[src/rtl/vst_pkg.sv]
package vst_pkg;
    parameter int TW       = 12;   // timing field width
    parameter int CW       = 8;    // bits per colour channel
    parameter int NUM_AXES = 2;
    localparam int AX_H    = 0;
    localparam int AX_V    = 1;
    localparam int PIX_W   = 3 * CW;

    typedef logic [TW-1:0] tcount_t;

    typedef struct packed {
        tcount_t active;
        tcount_t porch;
        tcount_t sync;
        tcount_t total;
    } axis_cfg_t;

    typedef struct packed {
        logic [CW-1:0] r;
        logic [CW-1:0] g;
        logic [CW-1:0] b;
    } rgb_t;

    typedef enum logic [1:0] {
        TRK_LOCKED = 2'd0,
        TRK_DRAIN  = 2'd1,
        TRK_WAIT   = 2'd2
    } trk_state_t;

    // True when cnt lies inside the sync window of one axis.
    function automatic logic in_sync_window(input tcount_t cnt, input axis_cfg_t c);
        logic [TW+1:0] first;
        logic [TW+1:0] stop;
        first = {2'b00, c.active} + {2'b00, c.porch};
        stop  = first + {2'b00, c.sync};
        return ({2'b00, cnt} >= first) && ({2'b00, cnt} < stop);
    endfunction
endpackage

[src/rtl/vst_axis_counter.sv]
module vst_axis_counter
    import vst_pkg::*;
(
    input  logic      clk,
    input  logic      rst,
    input  logic      adv,
    input  axis_cfg_t cfg,
    output tcount_t   cnt,
    output logic      at_last,
    output logic      in_active,
    output logic      in_sync
);
    always_comb begin
        at_last   = (cnt >= cfg.total - tcount_t'(1));
        in_active = (cnt < cfg.active);
        in_sync   = in_sync_window(cnt, cfg);
    end

    always_ff @(posedge clk) begin
        if (rst)
            cnt <= '0;
        else if (adv)
            cnt <= at_last ? '0 : cnt + tcount_t'(1);
    end


    cnt_wrap_chk: assert property (@(posedge clk) disable iff (rst)
        (adv && at_last) |=> (cnt == '0));

    cnt_step_chk: assert property (@(posedge clk) disable iff (rst)
        (adv && !at_last) |=> (cnt == $past(cnt) + tcount_t'(1)));

    cnt_hold_chk: assert property (@(posedge clk) disable iff (rst)
        (!adv) |=> $stable(cnt));
endmodule

[src/rtl/vst_stream_track.sv]
module vst_stream_track
    import vst_pkg::*;
(
    input  logic       clk,
    input  logic       rst,
    input  logic       frame_active,
    input  logic       col_last,
    input  logic       frame_end,
    input  logic       s_valid,
    input  logic       s_eol,
    input  logic       s_eof,
    output logic       s_ready,
    output logic       show,
    output trk_state_t state
);
    logic       accept;
    logic       eol_bad;
    trk_state_t state_nx;

    always_comb begin
        s_ready = !rst && (((state == TRK_LOCKED) && frame_active) || (state == TRK_DRAIN));
        accept  = s_valid && s_ready;
        show    = accept && (state == TRK_LOCKED);
        eol_bad = (s_eol != col_last);
        state_nx = state;
        unique case (state)
            TRK_LOCKED: if (accept && eol_bad) state_nx = s_eof ? TRK_WAIT : TRK_DRAIN;
            TRK_DRAIN:  if (accept && s_eof)   state_nx = TRK_WAIT;
            TRK_WAIT:   if (frame_end)         state_nx = TRK_LOCKED;
            default:                           state_nx = TRK_LOCKED;
        endcase
    end

    always_ff @(posedge clk) begin
        if (rst) state <= TRK_LOCKED;
        else     state <= state_nx;
    end


    wait_quiet_chk: assert property (@(posedge clk) disable iff (rst)
        (state == TRK_WAIT) |-> !s_ready);

    drain_ready_chk: assert property (@(posedge clk) disable iff (rst)
        (state == TRK_DRAIN) |-> (s_ready && !show));

    ready_region_chk: assert property (@(posedge clk) disable iff (rst)
        s_ready |-> (frame_active || (state == TRK_DRAIN)));

    lose_lock_chk: assert property (@(posedge clk) disable iff (rst)
        ((state == TRK_LOCKED) && s_valid && s_ready && (s_eol != col_last))
        |=> (state != TRK_LOCKED));

    relock_chk: assert property (@(posedge clk) disable iff (rst)
        ((state == TRK_WAIT) && frame_end) |=> (state == TRK_LOCKED));
endmodule

[src/rtl/vst_pixel_out.sv]
module vst_pixel_out
    import vst_pkg::*;
(
    input  logic clk,
    input  logic rst,
    input  logic show,
    input  rgb_t pix,
    input  logic h_sync_on,
    input  logic v_sync_on,
    output logic hsync_n,
    output logic vsync_n,
    output rgb_t rgb
);
    always_ff @(posedge clk) begin
        if (rst) begin
            hsync_n <= 1'b1;
            vsync_n <= 1'b1;
            rgb     <= '0;
        end else begin
            hsync_n <= !h_sync_on;
            vsync_n <= !v_sync_on;
            rgb     <= show ? pix : '0;
        end
    end


    blank_chk: assert property (@(posedge clk) disable iff (rst)
        (!$past(rst) && !$past(show)) |-> (rgb == '0));

    hsync_low_chk: assert property (@(posedge clk) disable iff (rst)
        (!$past(rst) && $past(h_sync_on)) |-> !hsync_n);

    hsync_high_chk: assert property (@(posedge clk) disable iff (rst)
        (!$past(rst) && !$past(h_sync_on)) |-> hsync_n);

    vsync_low_chk: assert property (@(posedge clk) disable iff (rst)
        (!$past(rst) && $past(v_sync_on)) |-> !vsync_n);
endmodule

[src/rtl/vga_stream_timer.sv]
module vga_stream_timer
    import vst_pkg::*;
(
    input  logic          clk,
    input  logic          rst,
    input  logic [TW-1:0] h_active,
    input  logic [TW-1:0] h_porch,
    input  logic [TW-1:0] h_sync,
    input  logic [TW-1:0] h_total,
    input  logic [TW-1:0] v_active,
    input  logic [TW-1:0] v_porch,
    input  logic [TW-1:0] v_sync,
    input  logic [TW-1:0] v_total,
    input  logic          s_valid,
    output logic          s_ready,
    input  logic [PIX_W-1:0] s_rgb,
    input  logic          s_eol,
    input  logic          s_eof,
    output logic          hsync_n,
    output logic          vsync_n,
    output logic [CW-1:0] red,
    output logic [CW-1:0] grn,
    output logic [CW-1:0] blu
);
    axis_cfg_t             cfg    [NUM_AXES];
    axis_cfg_t             cfg_q  [NUM_AXES];
    tcount_t               cnt    [NUM_AXES];
    logic [NUM_AXES-1:0]   chg_ax;
    logic [NUM_AXES-1:0]   ax_adv;
    logic [NUM_AXES-1:0]   at_last;
    logic [NUM_AXES-1:0]   in_act;
    logic [NUM_AXES-1:0]   in_sync;
    logic                  soft_rst;
    logic                  show;
    trk_state_t            trk_state;
    rgb_t                  rgb_q;

    assign cfg[AX_H] = axis_cfg_t'({h_active, h_porch, h_sync, h_total});
    assign cfg[AX_V] = axis_cfg_t'({v_active, v_porch, v_sync, v_total});

    generate
        for (genvar i = 0; i < NUM_AXES; i++) begin : g_axis
            always_ff @(posedge clk) cfg_q[i] <= cfg[i];
            assign chg_ax[i] = (cfg_q[i] != cfg[i]);

            if (i == 0) begin : g_first
                assign ax_adv[i] = 1'b1;
            end else begin : g_next
                assign ax_adv[i] = ax_adv[i-1] & at_last[i-1];
            end

            vst_axis_counter u_cnt (
                .clk       (clk),
                .rst       (soft_rst),
                .adv       (ax_adv[i]),
                .cfg       (cfg[i]),
                .cnt       (cnt[i]),
                .at_last   (at_last[i]),
                .in_active (in_act[i]),
                .in_sync   (in_sync[i])
            );
        end
    endgenerate

    assign soft_rst = rst || (|chg_ax);

    vst_stream_track u_trk (
        .clk          (clk),
        .rst          (soft_rst),
        .frame_active (&in_act),
        .col_last     (cnt[AX_H] == cfg[AX_H].active - tcount_t'(1)),
        .frame_end    (&at_last),
        .s_valid      (s_valid),
        .s_eol        (s_eol),
        .s_eof        (s_eof),
        .s_ready      (s_ready),
        .show         (show),
        .state        (trk_state)
    );

    vst_pixel_out u_out (
        .clk       (clk),
        .rst       (soft_rst),
        .show      (show),
        .pix       (rgb_t'(s_rgb)),
        .h_sync_on (in_sync[AX_H]),
        .v_sync_on (in_sync[AX_V]),
        .hsync_n   (hsync_n),
        .vsync_n   (vsync_n),
        .rgb       (rgb_q)
    );

    assign red = rgb_q.r;
    assign grn = rgb_q.g;
    assign blu = rgb_q.b;


    cfg_restart_chk: assert property (@(posedge clk) disable iff (rst)
        (|chg_ax) |=> ((cnt[AX_H] == '0) && (cnt[AX_V] == '0) && (trk_state == TRK_LOCKED)));

    cfg_quiet_chk: assert property (@(posedge clk) disable iff (rst)
        (|chg_ax) |-> !s_ready);

    rst_quiet_chk: assert property (@(posedge clk)
        rst |-> !s_ready);
endmodule

[config.mk]
export PLATFORM = sky130hd
export DESIGN_NAME = vga_stream_timer
export DESIGN_NICKNAME = d
export VERILOG_FILES = /design/src/rtl/vst_pkg.sv /design/src/rtl/vst_axis_counter.sv /design/src/rtl/vst_stream_track.sv /design/src/rtl/vst_pixel_out.sv /design/src/rtl/vga_stream_timer.sv
export SDC_FILE = /design/constraint.sdc
export NUM_CORES = 1
export LEC_CHECK = 0
export ABC_CLOCK_PERIOD_IN_PS = 15160
export BUFFER_PORTS_ARGS = -buffer_cell sky130_fd_sc_hd__buf_2
export CAP_MARGIN = 25
export CORE_AREA = 2 2 134 136
export DETAILED_ROUTE_END_ITERATION = 8
export DIE_AREA = 0 0 136 138
export GPL_TIMING_DRIVEN = 0
export PLACE_DENSITY = 0.8
export SKIP_CTS_REPAIR_TIMING = 1
export SLEW_MARGIN = 10
export SYNTH_ARGS = -nofsm -noshare
export SYNTH_HDL_FRONTEND = slang
export SYNTH_HIERARCHICAL = 1
export SYNTH_SLANG_ARGS = --single-unit
[constraint.sdc]
create_clock -name clk -period 15.16 [get_ports clk]
set_input_delay 3.032 -clock clk [delete_from_list [all_inputs] [get_ports clk]]
set_output_delay 3.032 -clock clk [all_outputs]
set_load 0.01 [all_outputs]
==> results_dict.tcl <==
set metrics [dict create \
    pwr-share-clk 0.370 \
    synth_edf_count 0 \
    hold_path_class "reg2reg" \
    setup_viol 0 \
    crit_fanout 21 \
    status "completed" \
    setup_tns_ns 0 \
    antenna_found_initial 0 \
    synth_area_per_cell_um2 9.12 \
    grt_util_all_layers 0.299 \
    dp_hpwl_um 22300 \
    routed_wl_um 27900 \
    antenna_cells 0 \
    async_reset_ff_frac 0 \
    path_delay_family "simple AND/OR/NAND/NOR gates" \
    nets 1568 \
    initial_utilization 0.579 \
    io_buffers 151 \
    grt_pass1_wl_um 43500 \
    worstSkewPairLatency_ns 0.42 \
    leakage_nw 5.70 \
    crit_buf_inv 2 \
    nFillCells 1446 \
    fin_cells 1532 \
    rsz0062_at_grt "no" \
    first_pass_iters 6 \
    crit_top_cell "buf_2" \
    syn2layout_area_growth_pct 16.2 \
    die_w_um 136 \
    dp_worst_setup_slack_ns 6.32 \
    viasPerCell 5.81 \
    skew_ns 0.0117 \
    grt_max_degree 22 \
    clkTransAtPathRegs_ns 0.06 \
    die_h_um 138 \
    synthCells 1114 \
    hold_viol 0 \
    cp.arrival_ns 5.76 \
    yosysTopAreaCell "dfxtp_1" \
    synth-seq-cells 148 \
    syn-cell-area_um2 10200 \
    cp-start-kind "primary input" \
    finalCritPeriodShare 0.580 \
    grt_overflow 0 \
    switching_power_mw 0.350 \
    yosysMostFrequentCell "ha_1" \
    first_global_vias 8549 \
    cpMaxStageDelayCell "or4_1" \
    root_buffer "clkbuf_16" \
    relSlewSlack 0.456 \
    critPathCaptureType "output port" \
    synthFlopType "dfxtp_1" \
    fmax_mhz 114 \
    swShare 0.309 \
    cp.required_ns 12.13 \
    cts_buffers 17 \
    core_area_um2 17500 \
    synth_commonest_cells "ha_1 (149), dfxtp_1 (148), xnor2_1 (95), inv_1 (92), nor2_1 (68)" \
    combPwrFrac 0.268 \
    finish.utilization 0.673 \
    p_per_area_nw_per_um2 95.7 \
    p_int_mw 0.781 \
    place_congestion 0.922 \
    placed_area_um2 11200 \
    num_vias 8901 \
    pin_count 152 \
    drive_gt1_frac 0.170 \
    vdd_drop_max_uv 92.4 \
    post-place-cells 1500 \
    slew_viol_final 0 \
    rows 49 \
    worst_pin_slew_ns 0.816 \
    fin_ws_ns 6.37 \
    ant_nets 0 \
    cap_violations 0 \
    final.min_clock_period_ns 8.79 \
    drtIter0Drc 624 \
    dieArea_um2 18800 \
    finalInstanceArea_um2 11800 \
    synth.top_cell.area_share 0.292 \
    clock-sinks 148 \
    criticalPathCategory "in2out" \
    tritoncts "done" \
    drc 0 \
    synth.distinct_cells 78 \
    wire_per_inst_um 18.2 \
    total_power_mw 1.13 \
    yosys_warnings 6 \
    crit_path_max_incr_delay_ns 0.89 \
    critical_path.cell_chain "buf_2 > nor2b_1 > a2111o_1 > a2111oi_0 > nand4_1 > or4_1 > nor3_1 > buf_2" \
    synth_seq_area_share 0.292 \
    synth_area_leaders "dfxtp_1 (29%), ha_1 (18%), xnor2_1 (8.2%)" \
    clockBufferDepth 2 \
    htreeDepth 4 \
    holdWs_ns 0.545 \
    seqPwrFrac 0.361 \
]
logic make-up after synthesis:
logic type / count (synthesis) / synth area share
AND/OR/NAND/NOR: 326 / 0.183
AO/OA/AOI/OAI: 236 / 0.167
adder cells (fa/ha/maj): 153 / 0.191
flip-flops: 148 / 0.292
XOR/XNOR: 144 / 0.124
buffers and inverters: 106 / 0.0430
other: 1 / 0.000369
sequential cells by signal, summed over array words and instances, names as in the netlist:
name              count
g_axis.u_cnt/cnt     24
u_out/rgb            24
cfg_q                96
u_trk/state           2
u_out/hsync_n         1
u_out/vsync_n         1
worst reg2reg max path, delay by kind of cell (launching register included):
| kind | cells | cell delay (ns) |
|---|---|---|
| compound gates | 2 | 0.86 |
| flops | 1 | 0.30 |
| simple gates | 6 | 2.12 |
| buf+inv | 1 | 0.27 |
layout by cell type (no fill, tap or decap), drive strengths merged, types with 4 or more instances in the layout:
cell / Yosys / layout
and2: 5 / 5
or4: 7 / 7
nand2: 51 / 51
xor2: 49 / 49
clkinv: 0 / 8
a221oi: 6 / 6
a21o: 26 / 26
nor3b: 4 / 4
and3: 13 / 13
o22ai: 12 / 12
dfxtp: 148 / 148
nor4: 19 / 19
inv: 94 / 97
buf: 9 / 160
xnor2: 95 / 95
a211o: 5 / 5
a311oi: 4 / 4
o21a: 13 / 13
o21bai: 6 / 6
conb: 1 / 7
nor3: 14 / 14
o21ai: 40 / 40
nand2b: 34 / 34
ha: 149 / 149
a21oi: 54 / 54
nor2b: 31 / 31
o211ai: 7 / 7
and3b: 24 / 24
nand3: 20 / 20
a2111oi: 7 / 7
a2111o: 7 / 7
nor2: 68 / 68
fa: 4 / 4
nand4: 19 / 19
clkbuf: 3 / 22
a211oi: 12 / 12
o2111ai: 16 / 16
routing by layer:
layer | share of wire | up-vias | track usage
met1 | 0.44 | 4091 | 0.404
li1 | - | 4348 | -
met2 | 0.44 | 384 | 0.467
met3 | 0.083 | 78 | 0.0587
met4 | 0.037 | 0 | 0.122
met5 | 0 | - | 0
final cells by class:
| cell class | count | area, um^2 | area share |
|---|---|---|---|
| multi-input combinational | 866 | 6780 | 0.574 |
| sequential | 148 | 2960 | 0.251 |
| timing repair buffer | 151 | 756 | 0.0640 |
| clock buffer | 19 | 433 | 0.0367 |
| inverter | 94 | 353 | 0.0299 |
| tap | 229 | 287 | 0.0243 |
| clock inverter | 13 | 151 | 0.0128 |
| buffer | 12 | 83.8 | 0.00710 |
path summary, 6_finish.rpt:
path | startpoint | end | slack [ns] | depth (start not counted)
worst min-delay path | u_trk/state[1] | u_trk/state[1] | 0.54 | 2
worst min register to register | u_trk/state[1] | u_trk/state[1] | 0.54 | 2
worst max-delay path | v_active[10] | s_ready | 6.37 | 8
worst max register to register | cfg_q[0][69] | u_out/rgb[6] | 11.54 | 9
power groups by stage:
stage          logic [mW]  clock network (mW)  registers, mW
3_3_place_gp        0.287                   0          0.416
3_5_place_dp        0.296                   0          0.417
4_1_cts             0.299               0.421          0.409
6_report            0.303               0.419          0.409
5_1_grt             0.339               0.440          0.410
2_1_floorplan       0.213                   0          0.416
No activity file was read; power rests on OpenSTA's default activity.
